--- config.mk ---
export PLATFORM = sky130hd
export DESIGN_NAME = parbus_guard
export DESIGN_NICKNAME = d
export VERILOG_FILES = /design/src/rtl/parbus_pkg.sv /design/src/rtl/parbus_hop.sv /design/src/rtl/parbus_regs.sv /design/src/rtl/parbus_guard.sv
export SDC_FILE = /design/constraint.sdc
export NUM_CORES = 1
export LEC_CHECK = 0
export CAP_MARGIN = 20
export CORE_MARGIN = 5
export CORE_UTILIZATION = 44
export CTS_BUF_LIST = sky130_fd_sc_hd__clkbuf_8
export DETAILED_ROUTE_END_ITERATION = 8
export PLACE_DENSITY = 0.83
export SETUP_SLACK_MARGIN = 0.05
export SYNTH_ARGS = -nofsm -noshare
export SYNTH_HDL_FRONTEND = slang
export SYNTH_HIERARCHICAL = 1
export SYNTH_SLANG_ARGS = --single-unit
--- constraint.sdc ---
create_clock -name clk -period 3.6 [get_ports clk]
set_input_delay 1.08 -clock clk [delete_from_list [all_inputs] [get_ports clk]]
set_output_delay 1.08 -clock clk [all_outputs]
set_load 0.01 [all_outputs]
--- src/rtl/parbus_pkg.sv ---
package parbus_pkg;
  localparam int NAG = 4;
  localparam int AGW = $clog2(NAG);
  localparam int RDW = NAG + 1;

  typedef enum logic [AGW-1:0] {
    AG_BM   = 2'd0,
    AG_SPI  = 2'd1,
    AG_BRG  = 2'd2,
    AG_SRAM = 2'd3
  } agent_e;

  localparam int INJ_BM_ADDR = 0;
  localparam int INJ_BM_WDAT = 1;
  localparam int INJ_BRG_RD  = 2;
  localparam int INJ_SRAM_RD = 3;

  localparam logic [1:0] RA_CTRL = 2'd0;
  localparam logic [1:0] RA_INJ  = 2'd1;
  localparam logic [1:0] RA_STAT = 2'd2;

  // even parity bit: vector plus this bit holds an even count of ones
  function automatic logic even_bit(input logic [63:0] v);
    return ^v;
  endfunction
endpackage

--- src/rtl/parbus_hop.sv ---
module parbus_hop
  import parbus_pkg::*;
#(
  parameter int AW = 16,
  parameter int DW = 32,
  parameter int MW = 4
) (
  input  logic          clk,
  input  logic          rst_n,
  input  logic          chk_en,
  input  logic          in_vld,
  input  logic          in_dchk,
  input  logic [AW-1:0] in_addr,
  input  logic [DW-1:0] in_data,
  input  logic [MW-1:0] in_meta,
  input  logic          inj_a,
  input  logic          inj_d,
  output logic          out_vld,
  output logic [AW-1:0] out_addr,
  output logic [DW-1:0] out_data,
  output logic [MW-1:0] out_meta,
  output logic          err_pulse
);
  logic          vld_q, dchk_q, pa_q, pd_q;
  logic [AW-1:0] addr_q;
  logic [DW-1:0] data_q;
  logic [MW-1:0] meta_q;
  logic          gen_pa, gen_pd, a_bad, d_bad;

  // sender side: generate, then optionally flip
  assign gen_pa = even_bit(64'(in_addr)) ^ inj_a;
  assign gen_pd = even_bit(64'(in_data)) ^ inj_d;

  always_ff @(posedge clk or negedge rst_n) begin
    if (!rst_n) begin
      vld_q  <= 1'b0;
      dchk_q <= 1'b0;
      pa_q   <= 1'b0;
      pd_q   <= 1'b0;
      addr_q <= '0;
      data_q <= '0;
      meta_q <= '0;
    end else begin
      vld_q  <= in_vld;
      dchk_q <= in_dchk;
      pa_q   <= gen_pa;
      pd_q   <= gen_pd;
      addr_q <= in_addr;
      data_q <= in_data;
      meta_q <= in_meta;
    end
  end

  // receiver side check
  assign a_bad     = even_bit(64'(addr_q)) ^ pa_q;
  assign d_bad     = dchk_q & (even_bit(64'(data_q)) ^ pd_q);
  assign err_pulse = vld_q & chk_en & (a_bad | d_bad);
  assign out_vld   = vld_q & ~err_pulse;
  assign out_addr  = addr_q;
  assign out_data  = data_q;
  assign out_meta  = meta_q;


  deliver_chk: assert property (@(posedge clk) disable iff (!rst_n)
    out_vld |-> $past(in_vld));

  nochk_pass_chk: assert property (@(posedge clk) disable iff (!rst_n)
    (vld_q && !chk_en) |-> out_vld);
endmodule

--- src/rtl/parbus_regs.sv ---
module parbus_regs
  import parbus_pkg::*;
(
  input  logic           clk,
  input  logic           rst_n,
  input  logic           reg_wr,
  input  logic [1:0]     reg_addr,
  input  logic [RDW-1:0] reg_wdata,
  output logic [RDW-1:0] reg_rdata,
  input  logic [NAG-1:0] consume,
  input  logic [NAG-1:0] err_set,
  output logic           chk_en,
  output logic [NAG-1:0] inj_q,
  output logic           irq
);
  logic [1:0]     ctrl_q;
  logic [NAG-1:0] flg_q, inj_set, flg_clr;
  logic           berr_q, irq_q, wr_ctl, wr_inj, wr_st, any_err;

  assign wr_ctl  = reg_wr && (reg_addr == RA_CTRL);
  assign wr_inj  = reg_wr && (reg_addr == RA_INJ);
  assign wr_st   = reg_wr && (reg_addr == RA_STAT);
  assign inj_set = wr_inj ? reg_wdata[NAG-1:0] : '0;
  assign flg_clr = wr_st ? reg_wdata[NAG-1:0] : '0;
  assign any_err = |err_set;

  always_ff @(posedge clk or negedge rst_n) begin
    if (!rst_n) begin
      ctrl_q <= '0;
      inj_q  <= '0;
      flg_q  <= '0;
      berr_q <= 1'b0;
      irq_q  <= 1'b0;
    end else begin
      if (wr_ctl) ctrl_q <= reg_wdata[1:0];
      inj_q  <= (inj_q & ~consume) | inj_set;
      flg_q  <= (flg_q & ~flg_clr) | err_set;
      berr_q <= (berr_q & ~(wr_st & reg_wdata[NAG])) | any_err;
      irq_q  <= berr_q & ctrl_q[1];
    end
  end

  assign chk_en = ctrl_q[0];
  assign irq    = irq_q;

  always_comb begin
    unique case (reg_addr)
      RA_CTRL: reg_rdata = RDW'(ctrl_q);
      RA_INJ:  reg_rdata = RDW'(inj_q);
      RA_STAT: reg_rdata = {berr_q, flg_q};
      default: reg_rdata = '0;
    endcase
  end


  berr_set_chk: assert property (@(posedge clk) disable iff (!rst_n)
    any_err |=> berr_q);

  w1c_chk: assert property (@(posedge clk) disable iff (!rst_n)
    (wr_st && reg_wdata[NAG] && !any_err) |=> !berr_q);

  inj_clr_chk: assert property (@(posedge clk) disable iff (!rst_n)
    (|(consume & ~inj_set)) |=> ((inj_q & $past(consume & ~inj_set)) == '0));

  irq_rise_chk: assert property (@(posedge clk) disable iff (!rst_n)
    $rose(irq_q) |-> $past(berr_q && ctrl_q[1]));

  quiet_chk: assert property (@(posedge clk) disable iff (!rst_n)
    (!ctrl_q[0] && !reg_wr) |=> $stable({berr_q, flg_q}));
endmodule

--- src/rtl/parbus_guard.sv ---
module parbus_guard
  import parbus_pkg::*;
#(
  parameter int AW = 16,
  parameter int DW = 32
) (
  input  logic           clk,
  input  logic           rst_n,
  input  logic           reg_wr,
  input  logic [1:0]     reg_addr,
  input  logic [RDW-1:0] reg_wdata,
  output logic [RDW-1:0] reg_rdata,
  input  logic           req_vld,
  input  logic           req_we,
  input  logic [AGW-1:0] req_src,
  input  logic [AGW-1:0] req_dst,
  input  logic [AW-1:0]  req_addr,
  input  logic [DW-1:0]  req_wdata,
  output logic           tgt_vld,
  output logic           tgt_we,
  output logic [AGW-1:0] tgt_src,
  output logic [AGW-1:0] tgt_dst,
  output logic [AW-1:0]  tgt_addr,
  output logic [DW-1:0]  tgt_wdata,
  input  logic           rsp_vld,
  input  logic [AGW-1:0] rsp_src,
  input  logic [AGW-1:0] rsp_dst,
  input  logic [AW-1:0]  rsp_addr,
  input  logic [DW-1:0]  rsp_rdata,
  output logic           ret_vld,
  output logic [AGW-1:0] ret_src,
  output logic [AGW-1:0] ret_dst,
  output logic [AW-1:0]  ret_addr,
  output logic [DW-1:0]  ret_rdata,
  output logic           irq
);
  localparam int QMW = 1 + 2 * AGW;
  localparam int PMW = 2 * AGW;

  logic           chk_en, req_err, rsp_err, inj_req_a, inj_req_d, inj_rsp_d;
  logic [NAG-1:0] inj_q, consume, err_set;
  logic [QMW-1:0] req_meta_q;
  logic [PMW-1:0] rsp_meta_q;

  // which pending injection a transfer entering this cycle would use
  assign consume[INJ_BM_ADDR] = req_vld && (req_src == AG_BM);
  assign consume[INJ_BM_WDAT] = req_vld && (req_src == AG_BM) && req_we;
  assign consume[INJ_BRG_RD]  = rsp_vld && (rsp_src == AG_BRG);
  assign consume[INJ_SRAM_RD] = rsp_vld && (rsp_src == AG_SRAM);

  assign inj_req_a = inj_q[INJ_BM_ADDR] & consume[INJ_BM_ADDR];
  assign inj_req_d = inj_q[INJ_BM_WDAT] & consume[INJ_BM_WDAT];
  assign inj_rsp_d = (inj_q[INJ_BRG_RD] & consume[INJ_BRG_RD]) |
                     (inj_q[INJ_SRAM_RD] & consume[INJ_SRAM_RD]);

  parbus_hop #(.AW(AW), .DW(DW), .MW(QMW)) u_req_hop (
    .clk(clk), .rst_n(rst_n), .chk_en(chk_en),
    .in_vld(req_vld), .in_dchk(req_we), .in_addr(req_addr),
    .in_data(req_wdata), .in_meta({req_we, req_src, req_dst}),
    .inj_a(inj_req_a), .inj_d(inj_req_d),
    .out_vld(tgt_vld), .out_addr(tgt_addr), .out_data(tgt_wdata),
    .out_meta(req_meta_q), .err_pulse(req_err)
  );

  parbus_hop #(.AW(AW), .DW(DW), .MW(PMW)) u_rsp_hop (
    .clk(clk), .rst_n(rst_n), .chk_en(chk_en),
    .in_vld(rsp_vld), .in_dchk(1'b1), .in_addr(rsp_addr),
    .in_data(rsp_rdata), .in_meta({rsp_src, rsp_dst}),
    .inj_a(1'b0), .inj_d(inj_rsp_d),
    .out_vld(ret_vld), .out_addr(ret_addr), .out_data(ret_rdata),
    .out_meta(rsp_meta_q), .err_pulse(rsp_err)
  );

  assign {tgt_we, tgt_src, tgt_dst} = req_meta_q;
  assign {ret_src, ret_dst}         = rsp_meta_q;

  // detector attribution: target checks requests, requester checks responses
  always_comb begin
    err_set = '0;
    if (req_err) err_set[tgt_dst] = 1'b1;
    if (rsp_err) err_set[ret_dst] = 1'b1;
  end

  parbus_regs u_regs (
    .clk(clk), .rst_n(rst_n), .reg_wr(reg_wr), .reg_addr(reg_addr),
    .reg_wdata(reg_wdata), .reg_rdata(reg_rdata), .consume(consume),
    .err_set(err_set), .chk_en(chk_en), .inj_q(inj_q), .irq(irq)
  );


  attrib_chk: assert property (@(posedge clk) disable iff (!rst_n)
    (req_err || rsp_err) |-> $onehot0(err_set) || (req_err && rsp_err));

  abort_chk: assert property (@(posedge clk) disable iff (!rst_n)
    (|err_set) |-> !(tgt_vld && ret_vld && req_err && rsp_err));
endmodule

==> results.py, run 1 <==
metrics = {
    "floorplan": {
        "core_region_area_um2": 11900,
        "die_area_um2": 14400,
        "io-pin-count": 230,
        "rows": 40,
        "die_h_um": 120,
        "die_width_um": 120,
        "start_util_pct": 44.6,
    },
    "timing": {
        "slew_viol_final": 0,
        "rsz0062_at_grt": "true",
        "max-slew-margin-rel_pct": 45.2,
        "clock.fmax_mhz": 289,
        "tightest_slew_ps": 822,
        "fin_crit_sh_pct": 96.1,
        "setup_violations": 0,
        "period_minus_slack_ps": 3460,
        "fin_worst_skew_ps": 7.62,
        "finalHoldViolations": 0,
        "fin_ws_ps": 141,
    },
    "clocking": {
        "cts_inserted_buffers": 17,
        "cts.clk_slew.worst_paths_ps": 60,
        "post_cts_buffers": 0,
        "clock_path_buffers": 2,
        "cts.sinks": 125,
        "htree_num_levels": 4,
        "insertion_delay_ps": 430,
        "cts_tree": "yes",
        "root_buffer": "clkbuf_8",
    },
    "synthesis": {
        "synthCells": 385,
        "synth_compound_area_share_pct": 2.69,
        "yosysWarnings": 6,
        "ys_top_cells_by_area": "dfrtp_1, xnor2_1, xnor3_1",
        "synth_top_family_by_area": "XOR/XNOR gates",
        "synth_top_area_share_pct": 58.9,
        "avgSynthCellArea_um2": 13.8,
        "netlist-cell-type-count": 32,
        "synthSimpleGateAreaFrac_pct": 4.17,
        "synth-xor-area-share_pct": 31.9,
        "syn_area_um2": 5310,
        "ys_seq_elements": 125,
        "syn_nets": 502,
        "ys_seq_area_share_pct": 58.9,
        "synthMuxAreaShare_pct": 1.37,
        "synthAdderAreaFrac_pct": 0,
        "synth_top_cell_by_area": "dfrtp_1",
    },
    "routing": {
        "first_pass_iters": 4,
        "drc": 0,
        "avgViaCountPerCell": 4.64,
        "drt_iter0_drc": 160,
        "postRouteAntennaNets": 0,
        "routed_wl_um": 12800,
        "wl_per_cell_um": 16.2,
        "vias": 3685,
    },
    "grt": {
        "grt_max_degree": 67,
        "grt_use_total_pct": 18.5,
        "grt_pass1_vias": 4100,
        "grt_pass1_wl_um": 20300,
        "antenna_found_initial": 0,
        "grt_overflow_total": 0,
    },
    "setup_path": {
        "rr_worst_depth": 10,
        "critPathArrivalTime_ps": 2380,
        "cp_max_fo": 2,
        "timing.rr.start": "u_req_hop/out_data[12]",
        "rrSetupSlack_ps": 620,
        "crit_type": "flop to output pin",
        "end_kind": "output pin",
        "required_ps": 2520,
        "cp-start-kind": "flop",
        "reg2reg_to": "u_regs/berr_q",
    },
    "final_layout": {
        "register_area_um2": 3130,
        "drive_gt1_share_pct": 6.18,
        "final_nets": 754,
        "final_cell_mix": "clkdlybuf4s50_1, xnor2_1, dfrtp_1",
        "antenna_cells": 0,
        "fillers": 877,
        "area.growth.synth_to_final_pct": 53.5,
        "multiInputGateArea_um2": 2160,
        "final_common_cell": "clkdlybuf4s50_1",
    },
    "outcome": {
        "outcome": "finished, final reports clean",
    },
    "min_path": {
        "min_from": "u_regs/berr_q",
        "worstHoldPathCells": 1,
        "hp-class": "flop to flop",
        "hold_end": "u_regs/berr_q",
    },
    "pwr": {
        "total_power_w": 0.00389,
        "peakVddDrop_v": 0.000300,
        "leakagePower_nw": 3.30,
        "cellPowerDensity_nw_per_um2": 477,
    },
    "placement": {
        "pre_cts_ws_ps": -159,
        "port_buffers": 229,
        "place_congestion": 0.751,
        "hpwlAfterDp_um": 10400,
    },
    "job": {
        "maxCapViolCount": 0,
    },
}
## layout make-up
class	count	share of cell area (%)
clock buffer	20	3.38
clock inverter	9	0.445
inverter	10	0.461
multi-input combinational	249	26.5
sequential	125	38.4
tap	147	2.26
timing repair buffer	234	28.6
## metal layers
layer	global-route usage, %	vias up	share of wire [%]
li1	-	1736	-
met1	19.0	1760	36
met2	32.3	155	52
met3	7.54	34	8.8
met4	9.38	0	3.9
met5	0	-	0
## worst max-delay path: stages (launching register included)
cell,delay [ps]
dfrtp_1,390
xnor2_1,190
xnor2_1,170
xnor2_1,170
xnor3_1,470
mux2i_2,250
and3_1,200
buf_6,110
## synthesized netlist by cell type
cell type and n:
a21boi_0 2, a21o_1 1, a22o_1 6, a31oi_1 4, and2_1 3, and2b_1 1, and2b_2 2, and3_1 4
and3b_1 2, and4_1 1, buf_2 1, conb_1 2, dfrtp_1 125, inv_1 10, mux2_2 2, mux2i_1 5
nand2_1 7, nand2b_1 1, nand3_1 1, nand3b_1 1, nand4b_1 1, nor2_1 9, nor2b_1 1, nor3b_2 2
o21ai_0 2, o22ai_1 1, o2bb2ai_1 2, o32ai_1 1, or4_1 1, xnor2_1 166, xnor3_1 6, xor2_1 12
## how the worst max path moves through the flow
stage | start | end | slack (ps) | cells past startpoint
2_1_floorplan | reg_addr[0] | reg_rdata[2] | 800 | 3
3_3_place_gp | reg_addr[0] | reg_rdata[3] | -120 | 4
3_5_place_dp | reg_addr[0] | reg_rdata[3] | -160 | 4
4_1_cts | u_req_hop/out_data[15] | tgt_vld | 30 | 7
5_1_grt | u_req_hop/out_data[12] | tgt_vld | -8 | 7
6_report | u_req_hop/out_data[12] | tgt_vld | 140 | 7
## flip-flops by register name (all words and copies together), names as in the netlist
register            cells
u_rsp_hop/vld_q         1
u_rsp_hop/out_meta      4
u_rsp_hop/dchk_q        1
u_req_hop/pa_q          1
u_rsp_hop/out_addr     16
u_rsp_hop/pa_q          1
u_rsp_hop/pd_q          1
u_regs/inj_q            4
u_regs/irq              1
u_req_hop/out_meta      5
u_req_hop/out_addr     16
u_req_hop/dchk_q        1
u_req_hop/out_data     32
u_rsp_hop/out_data     32
u_req_hop/pd_q          1
u_regs/berr_q           1
u_regs/flg_q            4
u_regs/ctrl_q           2
u_req_hop/vld_q         1
## metrics by stage
step	instance area, µm²	hold slack, ps	TNS (ps)	util [%]	cells
finish	8150	498	0	68.4	794
global route	8150	518	-8.38	68.4	794
CTS	8130	499	0	68.3	794
detailed placement	7830	484	-675	65.7	765
global placement	7830	480	-530	65.7	765
floorplan	5310	455	0	-	385
## report_power, final
part | leakage, nW | internal [W] | switching, W | total (W)
Sequential | 1.46 | 0.00154 | 0.0000846 | 0.00162
Clock | 0.189 | 0.000498 | 0.000481 | 0.000978
Combinational | 1.65 | 0.000770 | 0.000517 | 0.00129
Total | 3.30 | 0.00280 | 0.00108 | 0.00389
## cell families after synthesis
family / count (synthesis)
XOR/XNOR: 184
multiplexers: 7
buffers and inverters: 11
flip-flops: 125
other: 2
AO/OA/AOI/OAI: 19
AND/OR/NAND/NOR: 37
## what timing repair did
item,in CTS,in global routing
pin swaps,6,7
setup endpoints to repair,7,2
gates resized for setup,12,6
hold buffers,0,0
Note: power is estimated with default switching activity, not from simulation.
==> run 2, diff against run 1 <==
--- a/config.mk
+++ b/config.mk
@@ -10,6 +10,7 @@
 export CORE_UTILIZATION = 44
 export CTS_BUF_LIST = sky130_fd_sc_hd__clkbuf_8
 export DETAILED_ROUTE_END_ITERATION = 8
+export HOLD_SLACK_MARGIN = 0.15
 export PLACE_DENSITY = 0.83
 export SETUP_SLACK_MARGIN = 0.05
 export SYNTH_ARGS = -nofsm -noshare
==> results of run 2 <==
Same layout as run 1: the final DEF is identical, and so are final timing and power.
